===== src/rtl/ddr2_ref_pkg.sv =====
// Shared types for the refresh scheduler: the command-pin bundle and
// the two encodings this block ever drives.
package ddr2_ref_pkg;

    typedef struct packed {
        logic cs_n;
        logic ras_n;
        logic cas_n;
        logic we_n;
    } ddr_cmd_t;

    localparam ddr_cmd_t CMD_NOP = '{cs_n: 1'b1, ras_n: 1'b1, cas_n: 1'b1, we_n: 1'b1};
    localparam ddr_cmd_t CMD_REF = '{cs_n: 1'b0, ras_n: 1'b0, cas_n: 1'b0, we_n: 1'b1};

endpackage


===== src/rtl/refi_timer.sv =====
// Refresh interval timer. Emits a one-cycle tick every trefi_cyc edges
// after reset release. Assumes trefi_cyc >= 1 and that it is stable
// while rst_n is low (it is loaded there).
module refi_timer #(
    parameter int CNT_W = 16
) (
    input  logic             clk,
    input  logic             rst_n,
    input  logic [CNT_W-1:0] trefi_cyc,
    output logic             tick
);
    logic [CNT_W-1:0] remain_q;

    assign tick = (remain_q == '0);

    // Count down once per cycle and reload on expiry.
    always_ff @(posedge clk) begin
        if (!rst_n) begin
            remain_q <= trefi_cyc - CNT_W'(1);
        end else if (tick) begin
            remain_q <= trefi_cyc - CNT_W'(1);
        end else begin
            remain_q <= remain_q - CNT_W'(1);
        end
    end
endmodule


===== src/rtl/ref_post_counter.sv =====
// Count of refreshes owed. It rises on each interval tick and falls on
// each issued refresh, and saturates at MAX_POST. Assumes dec is only
// raised while the count is non-zero.
module ref_post_counter #(
    parameter int MAX_POST = 8,
    localparam int PEND_W = $clog2(MAX_POST + 1)
) (
    input  logic              clk,
    input  logic              rst_n,
    input  logic              inc,
    input  logic              dec,
    output logic [PEND_W-1:0] pend,
    output logic              full
);
    localparam logic [PEND_W-1:0] FULL_VAL = PEND_W'(MAX_POST);

    assign full = (pend == FULL_VAL);

    // Net update: tick and refresh together leave the count unchanged.
    always_ff @(posedge clk) begin
        if (!rst_n) begin
            pend <= '0;
        end else begin
            case ({inc, dec})
                2'b10:   if (!full) pend <= pend + PEND_W'(1);
                2'b01:   if (pend != '0) pend <= pend - PEND_W'(1);
                default: pend <= pend;
            endcase
        end
    end
endmodule


===== src/rtl/rfc_window.sv =====
// Refresh cycle window. Loaded with trfc_cyc when a refresh is driven.
// busy covers the refresh cycle and the trfc_cyc-1 cycles after it.
// ready allows a decision that places the next refresh exactly
// trfc_cyc cycles after the last one. Assumes trfc_cyc >= 1.
module rfc_window #(
    parameter int CNT_W = 16
) (
    input  logic             clk,
    input  logic             rst_n,
    input  logic             start,
    input  logic [CNT_W-1:0] trfc_cyc,
    output logic             busy,
    output logic             ready
);
    logic [CNT_W-1:0] left_q;

    assign busy  = (left_q != '0);
    assign ready = (left_q <= CNT_W'(1));

    // Load on refresh, otherwise run down to zero and stay there.
    always_ff @(posedge clk) begin
        if (!rst_n) begin
            left_q <= '0;
        end else if (start) begin
            left_q <= trfc_cyc;
        end else if (busy) begin
            left_q <= left_q - CNT_W'(1);
        end
    end
endmodule


===== src/rtl/idle_tracker.sv =====
// Measures how long the banks have been idle without a break. met is
// high when a refresh registered at the coming edge would follow
// trp_cyc consecutive idle cycles (this one included).
module idle_tracker #(
    parameter int CNT_W = 16
) (
    input  logic             clk,
    input  logic             rst_n,
    input  logic             banks_idle,
    input  logic [CNT_W-1:0] trp_cyc,
    output logic             met
);
    logic [CNT_W-1:0] run_q;
    logic [CNT_W:0]   run_incl;

    assign run_incl = {1'b0, run_q} + (CNT_W+1)'(1);
    assign met      = banks_idle && (run_incl >= {1'b0, trp_cyc});

    // Saturating run length of idle cycles; cleared by any busy cycle.
    always_ff @(posedge clk) begin
        if (!rst_n) begin
            run_q <= '0;
        end else if (!banks_idle) begin
            run_q <= '0;
        end else if (run_q != '1) begin
            run_q <= run_q + CNT_W'(1);
        end
    end
endmodule


===== src/rtl/ddr2_refresh_sched.sv =====
// Auto-refresh scheduler top. Combines the interval timer, owed-refresh
// counter, idle tracker and refresh cycle window. It drives a registered
// refresh or no-operation onto the command pins. Assumes the controller
// drives no command of its own in a cycle where cs_n is low here.
module ddr2_refresh_sched #(
    parameter int CNT_W    = 16,
    parameter int MAX_POST = 8,
    localparam int PEND_W  = $clog2(MAX_POST + 1)
) (
    input  logic              clk,
    input  logic              rst_n,
    input  logic [CNT_W-1:0]  trefi_cyc,
    input  logic [CNT_W-1:0]  trp_cyc,
    input  logic [CNT_W-1:0]  trfc_cyc,
    input  logic              banks_idle,
    input  logic              ref_grant,
    output logic              cs_n,
    output logic              ras_n,
    output logic              cas_n,
    output logic              we_n,
    output logic [PEND_W-1:0] pend_cnt,
    output logic              ref_urgent,
    output logic              act_block
);
    import ddr2_ref_pkg::*;

    logic     tick;
    logic     idle_met;
    logic     rfc_ready;
    logic     fire;
    ddr_cmd_t cmd_q;

    refi_timer #(.CNT_W(CNT_W)) u_refi (
        .clk       (clk),
        .rst_n     (rst_n),
        .trefi_cyc (trefi_cyc),
        .tick      (tick)
    );

    ref_post_counter #(.MAX_POST(MAX_POST)) u_post (
        .clk   (clk),
        .rst_n (rst_n),
        .inc   (tick),
        .dec   (fire),
        .pend  (pend_cnt),
        .full  (ref_urgent)
    );

    idle_tracker #(.CNT_W(CNT_W)) u_idle (
        .clk        (clk),
        .rst_n      (rst_n),
        .banks_idle (banks_idle),
        .trp_cyc    (trp_cyc),
        .met        (idle_met)
    );

    rfc_window #(.CNT_W(CNT_W)) u_rfc (
        .clk      (clk),
        .rst_n    (rst_n),
        .start    (fire),
        .trfc_cyc (trfc_cyc),
        .busy     (act_block),
        .ready    (rfc_ready)
    );

    // Issue decision for the next cycle: every timing and credit condition.
    assign fire = ref_grant && idle_met && rfc_ready && (pend_cnt != '0);

    // Command pin register: a one-cycle refresh, otherwise no-operation.
    always_ff @(posedge clk) begin
        if (!rst_n) begin
            cmd_q <= CMD_NOP;
        end else begin
            cmd_q <= fire ? CMD_REF : CMD_NOP;
        end
    end

    assign cs_n  = cmd_q.cs_n;
    assign ras_n = cmd_q.ras_n;
    assign cas_n = cmd_q.cas_n;
    assign we_n  = cmd_q.we_n;
endmodule


===== config.mk =====
export PLATFORM = sky130hd
export DESIGN_NAME = ddr2_refresh_sched
export DESIGN_NICKNAME = d
export VERILOG_FILES = /design/src/rtl/ddr2_ref_pkg.sv /design/src/rtl/refi_timer.sv /design/src/rtl/ref_post_counter.sv /design/src/rtl/rfc_window.sv /design/src/rtl/idle_tracker.sv /design/src/rtl/ddr2_refresh_sched.sv
export SDC_FILE = /design/constraint.sdc
export NUM_CORES = 1
export LEC_CHECK = 0
export BUFFER_PORTS_ARGS = -buffer_cell sky130_fd_sc_hd__buf_2
export CAP_MARGIN = 20
export CORE_MARGIN = 2
export CORE_UTILIZATION = 40
export DETAILED_ROUTE_END_ITERATION = 10
export HOLD_SLACK_MARGIN = 0.02
export PLACE_DENSITY_LB_ADDON = 0.25
export SLEW_MARGIN = 20
export SYNTH_ARGS = -nofsm -noshare
export SYNTH_HDL_FRONTEND = slang
export SYNTH_HIERARCHICAL = 1
export SYNTH_SLANG_ARGS = --single-unit

===== constraint.sdc =====
create_clock -name clk -period 4.9 [get_ports clk]
set_input_delay 0.49 -clock clk [delete_from_list [all_inputs] [get_ports clk]]
set_output_delay 0.49 -clock clk [all_outputs]
set_load 0.05 [all_outputs]

==> results.yml, run 1 <==
worst_setup_path:
  cp_max_fo: 7
  criticalPathCategory: "reg -> reg"
  critPathCaptureType: "flop"
  start_kind: "flop"
  cp.arrival_ps: 4480
  cp.required_ps: 5100
yosys:
  syn_nets: 513
  synth-simple-area-share: 0.264
  yosys_warnings: 6
  synthMuxAreaShare: 0.0299
  ys.flop_type: "dfxtp_1"
  synth_cell_types: 65
  syn_area_mm2: 0.00369
  seq_area_frac_synth: 0.288
  synth-adder-area-share: 0.0780
  synth_top_family_by_area: "simple AND/OR/NAND/NOR gates"
  ys_async_sr_fraction: 0
  synth_edf_count: 0
  yosys.area_share.xor_xnor: 0.121
  synth_cells: 438
  avgSynthCellArea_um2: 8.42
  ys_ff_latch: 53
  synth_compound_area_frac: 0.150
route:
  drc: 0
  dr.pass1.iters: 5
  ant_nets: 0
  via_count: 3206
  drt_wl_total_mm: 7.81
  routed_via_density: 5.32
  drt_iter0_markers: 158
  wire_per_inst_um: 13.0
global_route:
  overflow: 0
  grt_usage: 0.158
  grt_pass1_vias: 2975
  grt_first_pass_wirelength_mm: 13.0
  antenna_found_initial: 0
  grt_max_degree: 24
clock_network:
  worstSkewPairLatency_ps: 310
  cts_repair_resize_count: 0
  cts_setup_buffers: 0
  numCtsBuffers: 5
  clk_pin_slew_ps: 90
  cts_root_buf: "clkbuf_8"
  h-tree-depth: 2
  cts.sinks: 53
  ctsHoldBuffers: 0
  cts_tree: "built"
  clockBufferDepth: 2
pwr:
  pwr_density_cell_mw_per_mm2: 313
  leakage_nw: 1.68
  irDropWorstVdd_v: 0.000137
worst_hold_path:
  hold_class: "in -> reg"
floorplanning:
  die_h_um: 100
  fp.coreArea_mm2: 0.00911
  start_util: 0.405
  fp.dieW_um: 100
  ios: 62
  dieArea_mm2: 0.0100
  rows: 35
outcome:
  outcome: "finished, final reports clean"
timing:
  finalClockSkew_ps: 10.7
  period_needed_ps: 4280
  worst_slew_pin_slew_ps: 941
  post-route-period-util: 0.873
  rsz0062_at_grt: "false"
  tns_ps: 0
  max_freq_ghz: 0.234
  drv_slew: 0
  relSlewSlack: 0.368
  setup_violations: 0
  hold_viol_final: 0
layout:
  mostFrequentLayoutCells: "60 x buf_2, 53 x dfxtp_1, 36 x nand2_1"
  final_nets: 566
  antenna_cells: 0
  layout-drive-gt1-share: 0.191
  stdcell_area_mm2: 0.00412
  area_growth_pct: 11.8
  fillers: 924
  mostFrequentLayoutCell: "buf_2"
placed_design:
  port_buffers: 60
  gp_congestion: 0.804
  place_area_mm2: 0.00401
  hpwl_mm: 6.09
run:
  cap_violations: 0
-- worst paths after layout --
path / start / to / slack (ps) / cells past startpoint
min: trfc_cyc[5] / u_rfc/left_q[5] / 380 / 3
max reg2reg: u_idle/run_q[0] / u_post/pend[2] / 620 / 17
max: u_idle/run_q[0] / u_post/pend[2] / 620 / 17
min reg2reg: u_rfc/left_q[15] / u_rfc/left_q[15] / 470 / 2
-- flip-flops by register name, indices dropped and copies added (netlist names) --
signal           cells
u_idle/run_q        16
u_refi/remain_q     16
u_rfc/left_q        16
u_post/pend          4
cs_n                 1
-- metrics by stage --
step,power (W),hold slack [ps],std cells,setup WS [ps],util
global route,0.00138,388,603,232,0.453
finish,0.00129,380,603,620,0.453
global placement,0.00102,468,594,866,0.440
CTS,0.00130,376,602,627,0.451
detailed placement,0.00103,466,594,662,0.440
floorplan,0.000923,444,438,1230,-
-- synth_stat cells, types with 3 or more instances --
| cell type | n | area share |
|---|---|---|
| o21ai_0 | 9 | 0.012 |
| mux2i_1 | 11 | 0.030 |
| nand2_1 | 36 | 0.037 |
| or4_1 | 4 | 0.0081 |
| buf_6 | 3 | 0.0092 |
| buf_4 | 4 | 0.0081 |
| nand2b_1 | 4 | 0.0068 |
| nor4b_1 | 3 | 0.0071 |
| nor4_1 | 10 | 0.017 |
| xor2_1 | 18 | 0.043 |
| clkbuf_1 | 5 | 0.0051 |
| inv_1 | 32 | 0.033 |
| o21ai_1 | 7 | 0.0095 |
| nor2_1 | 31 | 0.032 |
| nor4_2 | 5 | 0.017 |
| xnor2_1 | 33 | 0.078 |
| o31ai_1 | 4 | 0.0081 |
| dfxtp_1 | 53 | 0.29 |
| a21o_1 | 3 | 0.0061 |
| a211oi_1 | 5 | 0.010 |
| a21oi_2 | 3 | 0.0071 |
| a21oi_1 | 16 | 0.022 |
| nand3_1 | 19 | 0.026 |
| a31oi_1 | 5 | 0.0085 |
| nand3b_1 | 3 | 0.0061 |
| nand4_1 | 8 | 0.014 |
| nor3_2 | 3 | 0.0081 |
| o21a_1 | 9 | 0.018 |
| ha_1 | 23 | 0.078 |
| nor3_1 | 22 | 0.030 |
| o211ai_1 | 4 | 0.0081 |
-- final cells by class --
| cell class | instances | area (µm²) | area share |
|---|---|---|---|
| multi-input combinational | 336 | 2370 | 0.576 |
| sequential | 53 | 1060 | 0.257 |
| timing repair buffer | 63 | 327 | 0.0792 |
| tap | 111 | 139 | 0.0337 |
| inverter | 32 | 120 | 0.0291 |
| clock buffer | 7 | 96.3 | 0.0234 |
| clock inverter | 1 | 5.00 | 0.00121 |
-- per-layer routing --
metal	part of all wire	up-vias	track usage	wire, µm
li1	-	1665	-	-
met5	0	-	0	0
met3	0.040	6	0.0237	312
met2	0.48	60	0.286	3750
met4	0.0088	0	0.0464	69
met1	0.47	1475	0.193	3680
-- cells by family (layout without fill, tap and decap cells) --
logic type,after synthesis,in the layout
other cells,1,1
mux,11,11
flops,53,53
simple gates,169,169
fa+ha+maj,23,23
compound gates,81,81
xor+xnor,51,51
buf+inv,49,103
-- where the power goes --
part	switching [W]	internal [W]	leakage, nW	total, W
clock	0.000139	0.000128	0.0542	0.000267
sequential	0.0000713	0.000487	0.436	0.000559
combinational	0.000263	0.000201	1.19	0.000464
total	0.000474	0.000817	1.68	0.00129
-- worst max-delay path, stage by stage, from the launching register on --
cell      delay [ps]
dfxtp_1          400
nand3_1          230
nor4_1           690
and4_1           330
xor2_1            90
ha_1             300
nand3_1          120
o221ai_1         210
a211oi_1          80
o22ai_1          210
nand3_1          110
nor2_1           360
nand2b_1         160
xnor2_1          150
ha_1             210
nor4b_2          260
o32ai_1          140
o32ai_1          120
Note: power is estimated with default switching activity, not from simulation.
==> run 2: changes to the inputs <==
--- a/config.mk
+++ b/config.mk
@@ -9,6 +9,7 @@
 export CAP_MARGIN = 20
 export CORE_MARGIN = 2
 export CORE_UTILIZATION = 40
+export CTS_BUF_LIST = sky130_fd_sc_hd__clkbuf_4
 export DETAILED_ROUTE_END_ITERATION = 10
 export HOLD_SLACK_MARGIN = 0.02
 export PLACE_DENSITY_LB_ADDON = 0.25
==> run 2 against run 1 <==
Effect of this change:
- non-clock buffer count stayed put
- largest power group unchanged
- critical endpoint unchanged
- via count is 0.34% lower
- die area stayed put
==> results.yml, run 2 (synthesized netlist as in run 1, its figures left out) <==
outcome:
  outcome: "finished, final reports clean"
route:
  drc: 0
  via_count: 3195
  drt_iter0_markers: 137
  ant_nets: 0
  dr.pass1.iters: 4
  routed_via_density: 5.30
  wire_per_inst_um: 13.0
  drt_wl_total_mm: 7.83
layout:
  final_util: 0.447
  top_regs: "u_idle/run_q: 16 flops, u_refi/remain_q: 16 flops, u_rfc/left_q: 16 flops"
  stdcell_area_mm2: 0.00407
  layout-drive-gt1-share: 0.187
  antenna_cells: 0
  area_growth_pct: 10.4
  mostFrequentLayoutCell: "buf_2"
  mostFrequentLayoutCells: "60 x buf_2, 53 x dfxtp_1, 36 x nand2_1"
  final_nets: 566
worst_setup_path:
  start_kind: "flop"
  cp_max_fo: 7
  reg2reg_from: "u_idle/run_q[0]"
  cp.required_ps: 5170
  crit_start: "u_idle/run_q[0]"
  criticalPathCategory: "reg -> reg"
  cp.arrival_ps: 4560
  critPathCaptureType: "flop"
timing:
  post-route-period-util: 0.876
  tns_ps: 0
  max_freq_ghz: 0.233
  hold_viol_final: 0
  rsz0062_at_grt: "false"
  setup_violations: 0
  worst_slew_pin_slew_ps: 960
  period_needed_ps: 4290
  finalClockSkew_ps: 18.4
  drv_slew: 0
  relSlewSlack: 0.355
pwr:
  irDropWorstVdd_v: 0.000137
  leakage_nw: 1.66
  pwr_density_cell_mw_per_mm2: 297
  total_power_w: 0.00121
worst_hold_path:
  hp-start: "trfc_cyc[5]"
  hold_class: "in -> reg"
floorplanning:
  ios: 62
  fp.dieW_um: 100
  start_util: 0.405
  dieArea_mm2: 0.0100
  die_h_um: 100
  rows: 35
  fp.coreArea_mm2: 0.00911
global_route:
  grt_usage: 0.158
  antenna_found_initial: 0
  grt_first_pass_wirelength_mm: 13.0
  overflow: 0
  grt_max_degree: 24
  grt_pass1_vias: 2967
clock_network:
  numCtsBuffers: 5
  cts_repair_resize_count: 0
  worstSkewPairLatency_ps: 370
  h-tree-depth: 2
  clockBufferDepth: 2
  cts_tree: "built"
  ctsHoldBuffers: 0
  cts_root_buf: "clkbuf_4"
  cts_setup_buffers: 0
  cts.sinks: 53
  clk_pin_slew_ps: 150
placed_design:
  place_area_mm2: 0.00401
  port_buffers: 60
  gp_congestion: 0.804
  hpwl_mm: 6.09
run:
  cap_violations: 0
[run 2: cell count changes in the layout (fill, tap and decap cells not counted)]
| cell | previous run | this run |
|---|---|---|
| clkbuf_4 | 0 | 5 |
| clkbuf_8 | 7 | 0 |
| clkinv_1 | 0 | 2 |
[run 2: path summary, 6_finish.rpt]
kind	to	slack, ps	cells past startpoint
worst max-delay path	u_post/pend[2]	610	17
worst min-delay path	u_rfc/left_q[5]	310	3
worst max register to register	u_post/pend[2]	610	17
worst min register to register	u_rfc/left_q[15]	480	2
[run 2: power by group]
group          total [W]  internal, W  switching [W]
clock           0.000187    0.0000524       0.000134
sequential      0.000559     0.000488      0.0000714
combinational   0.000465     0.000202       0.000263
[run 2: routing by layer]
metal | vias to the layer above | routed length [µm] | track usage
li1 | 1667 | - | -
met1 | 1464 | 3700 | 0.193
met2 | 59 | 3780 | 0.287
met3 | 5 | 297 | 0.0299
met4 | 0 | 43 | 0.0358
met5 | - | 0 | 0
[run 2: metrics by stage]
stage               hold WS [ps]  setup slack, ps  instances
finish                       311              606        603
global route                 294              173        603
CTS                          292              579        602
detailed placement           466              662        594
global placement             468              866        594
floorplan                    444             1230        438
[run 2: area by class of cell]
cell class                      instances  area, µm²
Fill cell                             924       5040
Clock buffer                            5       37.5
Inverter                               32        120
Multi-Input combinational cell        336       2370
Timing Repair Buffer                   63        327
Sequential cell                        53       1060
Clock inverter                          3       12.5
Tap cell                              111        139
[run 2: worst max-delay path: stages, from the launching register on]
cell	delay (ps)
dfxtp_1	420
nand3_1	230
nor4_1	690
and4_1	330
xor2_1	90
ha_1	300
nand3_1	120
o221ai_1	210
a211oi_1	80
o22ai_1	210
nand3_1	110
nor2_1	360
nand2b_1	150
xnor2_1	150
ha_1	210
nor4b_2	260
o32ai_1	140
o32ai_1	130
